### config.mk
export PLATFORM = sky130hd
export DESIGN_NAME = dmaChainEngine
export DESIGN_NICKNAME = d
export VERILOG_FILES = /design/src/rtl/dmaChainPkg.sv /design/src/rtl/dmaChainDatapath.sv /design/src/rtl/dmaChainControl.sv /design/src/rtl/dmaChainEngine.sv
export SDC_FILE = /design/constraint.sdc
export NUM_CORES = 1
export LEC_CHECK = 0
export ABC_AREA = 1
export BUFFER_PORTS_ARGS = -buffer_cell sky130_fd_sc_hd__buf_4
export CAP_MARGIN = 25
export CORE_MARGIN = 1
export CORE_UTILIZATION = 45
export DETAILED_ROUTE_END_ITERATION = 10
export PLACE_DENSITY = 0.7
export SLEW_MARGIN = 0
export SYNTH_ARGS = -nofsm -noshare
export SYNTH_HDL_FRONTEND = slang
export SYNTH_SLANG_ARGS = --single-unit
### constraint.sdc
create_clock -name clk -period 2.9 [get_ports clk]
set_clock_uncertainty 0.2 [all_clocks]
set_input_delay 0 -clock clk [delete_from_list [all_inputs] [get_ports clk]]
set_output_delay 0 -clock clk [all_outputs]
set_load 0.02 [all_outputs]
### src/rtl/dmaChainPkg.sv
package dmaChainPkg;

  typedef enum logic [2:0] {
    ST_IDLE,
    ST_FETCH,
    ST_CHECK,
    ST_READ,
    ST_WRITE
  } chStateT;

  // strobes from control to datapath
  typedef struct packed {
    logic loadPtr;     // load curDesc, clear word index
    logic usePtrIn;    // pointer comes from the port, not the link
    logic takeWord;    // capture one descriptor word
    logic startBurst;  // size the next burst
    logic readBeat;    // one burst word read
    logic writeBeat;   // one burst word written
    logic selFetch;    // address from descriptor pointer
    logic selDst;      // address from destination register
  } dpCtlT;

endpackage

### src/rtl/dmaChainDatapath.sv
module dmaChainDatapath
  import dmaChainPkg::*;
#(
  parameter int ADDR_W      = 32,
  parameter int DATA_W      = 32,
  parameter int BURST_WORDS = 4,
  parameter int CNT_W       = 17
) (
  input  logic              clk,
  input  logic              rstN,
  input  dpCtlT             ctl,
  input  logic              srcHold,
  input  logic              dstHold,
  input  logic [ADDR_W-1:0] nextDescIn,
  input  logic [DATA_W-1:0] memRdata,
  output logic [ADDR_W-1:0] memAddr,
  output logic [DATA_W-1:0] memWdata,
  output logic [ADDR_W-1:0] curDesc,
  output logic              beatLast,
  output logic              fetchLast,
  output logic              remainZero
);

  localparam int IDX_W = ($clog2(BURST_WORDS) < 2) ? 2 : $clog2(BURST_WORDS);
  localparam int BUF_D = 1 << IDX_W;
  localparam int LEN_W = IDX_W + 1;
  localparam int RW_W  = CNT_W - 2;

  logic [ADDR_W-1:0] curQ, linkQ, srcQ, dstQ;
  logic [CNT_W-1:0]  remainQ;
  logic [IDX_W-1:0]  idxQ;
  logic [LEN_W-1:0]  lenQ;
  logic [DATA_W-1:0] bufWord [BUF_D];

  logic [RW_W-1:0]   remainWords;
  logic [LEN_W-1:0]  lenNext;
  logic [ADDR_W-1:0] rdAddr;

  assign remainWords = remainQ[CNT_W-1:2];
  assign lenNext = (remainWords >= RW_W'(BURST_WORDS)) ? LEN_W'(BURST_WORDS)
                                                       : LEN_W'(remainWords);
  assign rdAddr = ADDR_W'(memRdata);

  always_ff @(posedge clk or negedge rstN) begin
    if (!rstN) begin
      curQ    <= '0;
      linkQ   <= '0;
      srcQ    <= '0;
      dstQ    <= '0;
      remainQ <= '0;
      idxQ    <= '0;
      lenQ    <= '0;
    end else begin
      if (ctl.loadPtr) begin
        curQ <= ctl.usePtrIn ? {nextDescIn[ADDR_W-1:4], 4'b0000}
                             : {linkQ[ADDR_W-1:4], 4'b0000};
        idxQ <= '0;
      end
      if (ctl.takeWord) begin
        case (idxQ)
          IDX_W'(0): remainQ <= {memRdata[CNT_W-1:2], 2'b00};
          IDX_W'(1): srcQ    <= {rdAddr[ADDR_W-1:2], 2'b00};
          IDX_W'(2): dstQ    <= {rdAddr[ADDR_W-1:2], 2'b00};
          default:   linkQ   <= rdAddr;
        endcase
        idxQ <= idxQ + IDX_W'(1);
      end
      if (ctl.startBurst) begin
        lenQ <= lenNext;
        idxQ <= '0;
      end
      if (ctl.readBeat) begin
        if (!srcHold) srcQ <= srcQ + ADDR_W'(4);
        idxQ <= beatLast ? '0 : idxQ + IDX_W'(1);
      end
      if (ctl.writeBeat) begin
        if (!dstHold) dstQ <= dstQ + ADDR_W'(4);
        remainQ <= remainQ - CNT_W'(4);
        idxQ    <= beatLast ? '0 : idxQ + IDX_W'(1);
      end
    end
  end

  // staging buffer, one register per word
  for (genvar g = 0; g < BUF_D; g++) begin : gBuf
    logic [DATA_W-1:0] wordQ;
    always_ff @(posedge clk or negedge rstN) begin
      if (!rstN)                                   wordQ <= '0;
      else if (ctl.readBeat && idxQ == IDX_W'(g))  wordQ <= memRdata;
    end
    assign bufWord[g] = wordQ;
  end

  assign beatLast   = ({1'b0, idxQ} == lenQ - LEN_W'(1));
  assign fetchLast  = (idxQ == IDX_W'(3));
  assign remainZero = (remainQ == '0);
  assign curDesc    = curQ;
  assign memWdata   = bufWord[idxQ];
  assign memAddr    = ctl.selFetch ? curQ + ADDR_W'({idxQ, 2'b00})
                    : ctl.selDst   ? dstQ : srcQ;

endmodule

### src/rtl/dmaChainControl.sv
module dmaChainControl
  import dmaChainPkg::*;
(
  input  logic  clk,
  input  logic  rstN,
  input  logic  enable,
  input  logic  abort,
  input  logic  fetchReq,
  input  logic  chainMode,
  input  logic  memAck,
  input  logic  beatLast,
  input  logic  fetchLast,
  input  logic  remainZero,
  output dpCtlT ctl,
  output logic  memReq,
  output logic  memWrite,
  output logic  busy,
  output logic  complete
);

  chStateT stateQ, stateNxt;

  always_ff @(posedge clk or negedge rstN) begin
    if (!rstN) stateQ <= ST_IDLE;
    else       stateQ <= stateNxt;
  end

  always_comb begin
    ctl      = '0;
    memReq   = 1'b0;
    memWrite = 1'b0;
    complete = 1'b0;
    stateNxt = stateQ;
    case (stateQ)
      ST_IDLE: begin
        if (fetchReq) begin
          ctl.loadPtr  = 1'b1;
          ctl.usePtrIn = 1'b1;
          stateNxt     = ST_FETCH;
        end
      end
      ST_FETCH: begin
        ctl.selFetch = 1'b1;
        if (abort) begin
          stateNxt = ST_IDLE;
        end else if (enable) begin
          memReq = 1'b1;
          if (memAck) begin
            ctl.takeWord = 1'b1;
            if (fetchLast) stateNxt = ST_CHECK;
          end
        end
      end
      ST_CHECK: begin
        if (abort) begin
          stateNxt = ST_IDLE;
        end else if (remainZero) begin
          complete = 1'b1;
          if (chainMode) begin
            ctl.loadPtr = 1'b1;
            stateNxt    = ST_FETCH;
          end else begin
            stateNxt = ST_IDLE;
          end
        end else if (enable) begin
          ctl.startBurst = 1'b1;
          stateNxt       = ST_READ;
        end
      end
      ST_READ: begin
        memReq = 1'b1;
        if (memAck) begin
          ctl.readBeat = 1'b1;
          if (beatLast) stateNxt = ST_WRITE;
        end
      end
      ST_WRITE: begin
        memReq     = 1'b1;
        memWrite   = 1'b1;
        ctl.selDst = 1'b1;
        if (memAck) begin
          ctl.writeBeat = 1'b1;
          if (beatLast) stateNxt = ST_CHECK;
        end
      end
      default: stateNxt = ST_IDLE;
    endcase
  end

  assign busy = (stateQ != ST_IDLE);

endmodule

### src/rtl/dmaChainEngine.sv
module dmaChainEngine
  import dmaChainPkg::*;
#(
  parameter int ADDR_W      = 32,
  parameter int DATA_W      = 32,
  parameter int BURST_WORDS = 4,
  parameter int CNT_W       = 17
) (
  input  logic              clk,
  input  logic              rstN,
  input  logic              enable,
  input  logic              abort,
  input  logic              fetchReq,
  input  logic              chainMode,
  input  logic              srcHold,
  input  logic              dstHold,
  input  logic [ADDR_W-1:0] nextDescIn,
  output logic              memReq,
  output logic              memWrite,
  output logic [ADDR_W-1:0] memAddr,
  output logic [DATA_W-1:0] memWdata,
  input  logic              memAck,
  input  logic [DATA_W-1:0] memRdata,
  output logic              busy,
  output logic              complete,
  output logic [ADDR_W-1:0] curDesc
);

  dpCtlT ctl;
  logic  beatLast, fetchLast, remainZero;

  dmaChainControl u_ctrl (
    .clk(clk), .rstN(rstN), .enable(enable), .abort(abort),
    .fetchReq(fetchReq), .chainMode(chainMode), .memAck(memAck),
    .beatLast(beatLast), .fetchLast(fetchLast), .remainZero(remainZero),
    .ctl(ctl), .memReq(memReq), .memWrite(memWrite),
    .busy(busy), .complete(complete)
  );

  dmaChainDatapath #(
    .ADDR_W(ADDR_W), .DATA_W(DATA_W),
    .BURST_WORDS(BURST_WORDS), .CNT_W(CNT_W)
  ) u_dp (
    .clk(clk), .rstN(rstN), .ctl(ctl),
    .srcHold(srcHold), .dstHold(dstHold), .nextDescIn(nextDescIn),
    .memRdata(memRdata), .memAddr(memAddr), .memWdata(memWdata),
    .curDesc(curDesc), .beatLast(beatLast), .fetchLast(fetchLast),
    .remainZero(remainZero)
  );

endmodule

==> metrics.txt, run 1 <==
status=finished, final reports clean; critical path arrival=3.11 ns; Clock transition at path regs=0.07 ns; CP Launch Type=input port; Yosys top cell area share=0.462; final WL=49.5 mm; die width=183 microns; pin count of the biggest net entering global routing=82; Setup Buffers After CTS=0; Power Density=1090 nW/um^2; DRT iter0 DRCs=1420; critical path's top delay family=buffers and inverters; 1st-pass router iterations=6; CTS Buf Count=30; ANT nets after route=0; Placed Cells=2580; CTS root buffer=clkbuf_16; Worst VDD drop=0.762 mV; Initial Utilization=0.461; Hold Path Origin=nextDescIn[6]; worst reg2reg endpoint=u_dp.dstQ[11]$_DFF_PN0_; RSZ-0062 raised after global routing=true; number of global-route vias before repair=14010; Final nets=2359; final setup fails=0; met2 Usage GRT=0.470; sequential share of the synthesized area=0.462; full die area=33300 sq um; R2R setup slack=0.09 ns; diodes inserted=0; DR DRC count=0; Tcrit/Tclk final=0.970; H-tree Lvls=1; Worst path max stage delay=0.67 ns; most used routing layer=met2; synthesized flop and latch total=271; Worst-Skew Late Latency=0.58 ns; total core area=31800 sq um; share of post-route cells with drive strength above 1=0.122; Max Clk Rate=356 MHz; Hold WC Path Type=in2reg; CP required=3.20 ns; Syn Inst Count=2053; routability cong.=0.980; yosys warns=0; final std cells w/o fill=2735; IO Port Bufs=164; CTS sink count=271; Worst Path Class, Setup=in2reg; hold path depth=4; post-synth top area cell=dfrtp_1; Fill cells=2987; DP HPWL=33.6 mm; final slew viol count=0; crit-path most repeated cell=dlygate4sd3_1; CTS tree=yes; crit-path cells=dlygate4sd3_1 > buf_4 > nor2_1 > dlygate4sd3_1 > nand2_4 > nor2_4 > o21ai_0 > o21ai_1 > dlygate4sd3_1; antenna violations before repair=0; # rows=65; GR Util met1=0.402; Final Hold Vio Count=0; area grow syn2layout=25.4%; drt wl/cell=18.1 microns; first-pass GRT wire length=76.9 mm; worst r2r path cells=7; GRT overflow=0; CP Buf/Inv Count=4; GR Util All Layers=0.297; Max FO, Critical Path=32; Least-Margin Pin Slew=0.948 ns; post-synthesis cell type count=36; R2R Path Start=u_dp.idxQ[0]$_DFFE_PN0P_; via count=15013; Mapped Avg Cell Area=7.15 sq um; Final min period=2.81 ns; number of max-cap violations=0; area of the mapped netlist=14700 sq um; Setup crit end kind=flip-flop; Slew headroom=0.364; Hold EP=u_dp.curDesc[6]$_DFFE_PN0P_; Setup TNS=0 ns; met3 usage=0.0473; Via density=5.49; Die Y=183 microns; Pleak=8.97 nW; Critical Path Slowest Stage Cell=nor2_4; CTS Buffer Depth=3; largest cells by area after synthesis=dfrtp_1 (46%), nand2_1 (15%), o21ai_0 (9.1%); Ports=173
[sequential cells by signal, indices dropped and copies added (netlist names)]
name             count
u_dp.idxQ            2
u_dp.srcQ           32
u_dp.lenQ            3
u_dp.gBuf.wordQ    128
u_dp.linkQ          28
u_dp.remainQ        15
u_ctrl.stateQ        3
u_dp.dstQ           32
u_dp.curDesc        28
[worst max path at each step]
stage	start	to	cells past startpoint
after floorplan	u_dp.idxQ[0]$_DFFE_PN0P_	u_dp.dstQ[10]$_DFF_PN0_	10
after global placement	u_dp.remainQ[2]$_DFFE_PN0P_	u_dp.curDesc[30]$_DFFE_PN0P_	10
after detailed placement	u_dp.remainQ[2]$_DFFE_PN0P_	u_dp.curDesc[10]$_DFFE_PN0P_	10
after CTS	u_ctrl.stateQ[0]$_DFFE_PN0P_	u_dp.dstQ[11]$_DFF_PN0_	9
after global routing	u_dp.idxQ[0]$_DFFE_PN0P_	u_dp.dstQ[11]$_DFF_PN0_	7
final	abort	u_dp.dstQ[11]$_DFF_PN0_	9
[report_power, final]
part	internal [mW]	switching, mW
Sequential	5.18	1.39
Clock	2.55	1.62
Combinational	3.46	5.92
[cells in the mapped netlist, drive strengths merged]
| library cell | count |
|---|---|
| a21oi | 80 |
| nor3 | 9 |
| conb | 1 |
| buf | 47 |
| o22ai | 36 |
| o21bai | 1 |
| o211ai | 11 |
| nand3 | 106 |
| xor2 | 5 |
| inv | 188 |
| ha | 10 |
| a31oi | 19 |
| clkbuf | 54 |
| o221ai | 2 |
| o21a | 1 |
| o21ai | 329 |
| dfrtp | 271 |
| nand4 | 10 |
| xnor2 | 2 |
| a22oi | 1 |
| nand2 | 596 |
| or2 | 5 |
| nand3b | 3 |
| nor2 | 264 |
| clkinv | 2 |
[tightest hold or removal path, stage by stage]
cell	delay, ns
dlygate4sd3_1	0.53
buf_4	0.11
nand2_1	0.04
nand3_1	0.07
[stage by stage]
| step | worst slack (ns) | power, mW | util | hold slack, ns | instance area (sq um) |
|---|---|---|---|---|---|
| after global routing | -0.0188 | 21.4 | 0.579 | 0.0121 | 18400 |
| final | 0.0879 | 20.1 | 0.579 | 0.0128 | 18400 |
| after global placement | 0.495 | 15.4 | 0.512 | -0.161 | 16300 |
| after floorplan | 0.589 | 11.9 | - | -0.496 | 14700 |
| after detailed placement | 0.458 | 15.6 | 0.512 | -0.157 | 16300 |
| after CTS | 0.113 | 20.0 | 0.578 | 0.00147 | 18400 |
[area by class of cell]
type	count	area, sq um	share of cell area
Clock buffer	41	872	0.0474
Clock inverter	15	230	0.0125
Inverter	190	716	0.0389
Multi-Input combinational cell	1494	6720	0.365
Sequential cell	271	6780	0.369
Tap cell	435	544	0.0296
Timing Repair Buffer	289	2540	0.138
[kinds of logic (layout without fill, tap and decap cells)]
logic type,after synthesis,count (layout),share of synthesized area
other,1,4,0.000256
flip-flops,271,271,0.462
AND/OR/NAND/NOR,993,993,0.272
XOR/XNOR,7,7,0.00418
AO/OA/AOI/OAI,480,480,0.171
buffers and inverters,291,535,0.0817
adder cells (fa/ha/maj),10,10,0.00853
[what timing repair did]
action	in CTS	in global routing
setup endpoints to repair	0	3
gates resized for setup	0	4
hold buffers	99	0
hold endpoints to repair	542	0
[placed cells by master (no fill, tap or decap), types with 3 or more instances in the layout]
master and count:
bufinv_16 5, inv_1 177, buf_4 179, clkbuf_1 3, dlygate4sd3_1 99, nor2_2 5
nor3_1 9, nand3b_1 3, nand2_2 8, buf_12 9, xor2_1 5, nor2_1 256
conb_1 4, nand2_1 586, nand3_1 104, a21oi_1 80, clkinv_2 7, nor2_4 3
inv_2 10, nand4_1 10, dfrtp_1 270, clkbuf_16 30, ha_1 10, o21ai_1 63
o211ai_1 11, or2_2 5, o22ai_1 36, clkbuf_8 8, o21ai_0 266, a31oi_1 19
[per-layer routing]
metal	vias to the layer above	part of all wire	wire [microns]
met2	650	0.46	22600
met4	0	0.046	2270
met1	7149	0.43	21100
met3	126	0.071	3500
met5	-	0	0
li1	7088	-	-
Power figures use the tool's default switching activity.
==> run 2: changes to the inputs <==
CORE_MARGIN = not set   (was 1)
clock period = 3.2 ns   (was 2.9 ns; I/O delays follow)
==> run 2 against run 1 <==
Effect of this change:
- critical path depth increased by 1
- flip-flop and latch count stayed put
- clock-buffer cell count up 2
- largest power group unchanged
==> metrics.txt, run 2 (synthesized netlist as in run 1, its figures left out) <==
Clock transition at path regs=0.06 ns; H-tree Lvls=1; Slew headroom=0.546; Met3 Wirelength=3.53 mm; Worst Path Class, Setup=reg2reg; most frequent cells in the layout=nand2_1 (586), dfrtp_1 (270), o21ai_0 (266); area grow syn2layout=24.6%; number of global-route vias before repair=14073; Largest regs=u_dp.gBuf.wordQ (128), u_dp.dstQ (32), u_dp.srcQ (32); GR Util All Layers=0.299; Final min period=3.05 ns; Worst-Skew Late Latency=0.59 ns; Setup TNS=0 ns; full die area=33300 sq um; Largest Register=u_dp.gBuf.wordQ; met2 WL=22.6 mm; via count=14953; Pwr Total=18.1 mW; Via density=5.48; die width=183 microns; # rows=65; DRT iter0 DRCs=1723; Final nets=2354; Hold WC Path Type=in2reg; uppermost layer routed=met4; final WL=49.2 mm; Final Hold Vio Count=0; Power Density=988 nW/um^2; 1st-pass router iterations=5; number of max-cap violations=0; CTS sink count=271; max FFs per register=128; CTS Buf Count=30; Setup crit end kind=flip-flop; first-pass GRT wire length=78.0 mm; total core area=31800 sq um; Max Clk Rate=328 MHz; CTS Buffer Depth=3; CP Launch Type=flip-flop; CTS root buffer=clkbuf_16; Tcrit/Tclk final=0.952; GRT overflow=0; antenna violations before repair=0; drt wl/cell=18.0 microns; Least-Margin Pin Slew=0.680 ns; Max FO, Critical Path=21; Die Y=183 microns; Ports=173; DP HPWL=33.7 mm; CTS tree=yes; Met1 Wirelength=21.1 mm; Worst VDD drop=0.666 mV; ANT nets after route=0; DR DRC count=0; IO Port Bufs=164; critical path arrival=3.31 ns; Initial Utilization=0.461; final slew viol count=0; final setup fails=0; routability cong.=0.969; share of post-route cells with drive strength above 1=0.120; Pleak=8.89 nW; pin count of the biggest net entering global routing=103; Setup Buffers After CTS=0; CP required=3.46 ns; Fill cells=2988; most frequent standard cell in the layout excluding fill and tap cells=nand2_1; status=finished, final reports clean
run 2: layout make-up:
type                    instances  area, sq um  area share
diodes                          1         2.50    0.000137
clock buffers                  43          890      0.0487
clock inverters                12          163     0.00890
inverters                     190          727      0.0398
multi-input cells            1494         6710       0.367
flip-flops and latches        271         6790       0.371
well taps                     435          544      0.0298
repair buffers                284         2460       0.134
run 2: report_power, final:
| group | internal [mW] | total, mW | switching [mW] |
|---|---|---|---|
| sequential | 4.70 | 5.97 | 1.28 |
| clock | 2.17 | 3.64 | 1.47 |
| combinational | 3.14 | 8.45 | 5.31 |
| total | 10.0 | 18.1 | 8.05 |
run 2: worst max-delay path: stages, from the launching register on:
cell and delay (ns):
dfrtp_4 0.59, inv_2 0.29, nor2_1 0.07, o21ai_0 0.24, nor2_1 0.12, nor2_1 0.11, nor2_1 0.07, nand3_1 0.07
dlygate4sd3_1 0.56, nand2_1 0.04, dlygate4sd3_1 0.56
run 2: final timing paths:
path	slack [ns]	cells after the start	start	to
setup reg to reg	0.15	10	u_dp.idxQ[0]$_DFFE_PN0P_	u_ctrl.stateQ[0]$_DFFE_PN0P_
hold reg to reg	0.28	2	u_dp.gBuf[2].wordQ[26]$_DFFE_PN0P_	u_dp.gBuf[2].wordQ[26]$_DFFE_PN0P_
max in group asynchronous	1.80	4	rstN	u_dp.remainQ[7]$_DFFE_PN0P_
min in group asynchronous	0.30	4	rstN	u_dp.gBuf[1].wordQ[5]$_DFFE_PN0P_
hold / removal	0.01	4	nextDescIn[16]	u_dp.curDesc[16]$_DFFE_PN0P_
setup / recovery	0.15	10	u_dp.idxQ[0]$_DFFE_PN0P_	u_ctrl.stateQ[0]$_DFFE_PN0P_
run 2: what timing repair did:
action	in CTS	in global routing
gates resized for setup	0	12
endpoints found under the setup margin	0	18
hold endpoints to repair	542	0
hold buffers	99	0
run 2: metal layers:
| layer | global-route usage | vias up |
|---|---|---|
| li1 | - | 7082 |
| met1 | 0.416 | 7044 |
| met2 | 0.475 | 705 |
| met3 | 0.0361 | 122 |
| met4 | 0.122 | 0 |
| met5 | 0 | - |
run 2: metrics by stage:
stage          area (sq um)  setup slack, ns  hold WS, ns   util  cells
2_1_floorplan         14700            0.889       -0.496      -   2056
3_3_place_gp          16200            0.770       -0.319  0.509   2575
3_5_place_dp          16200            0.722       -0.311  0.509   2575
4_1_cts               18300           0.0668     0.000478  0.574   2729
5_1_grt               18300          -0.0164       0.0167  0.575   2729
6_report              18300            0.153       0.0102  0.575   2730
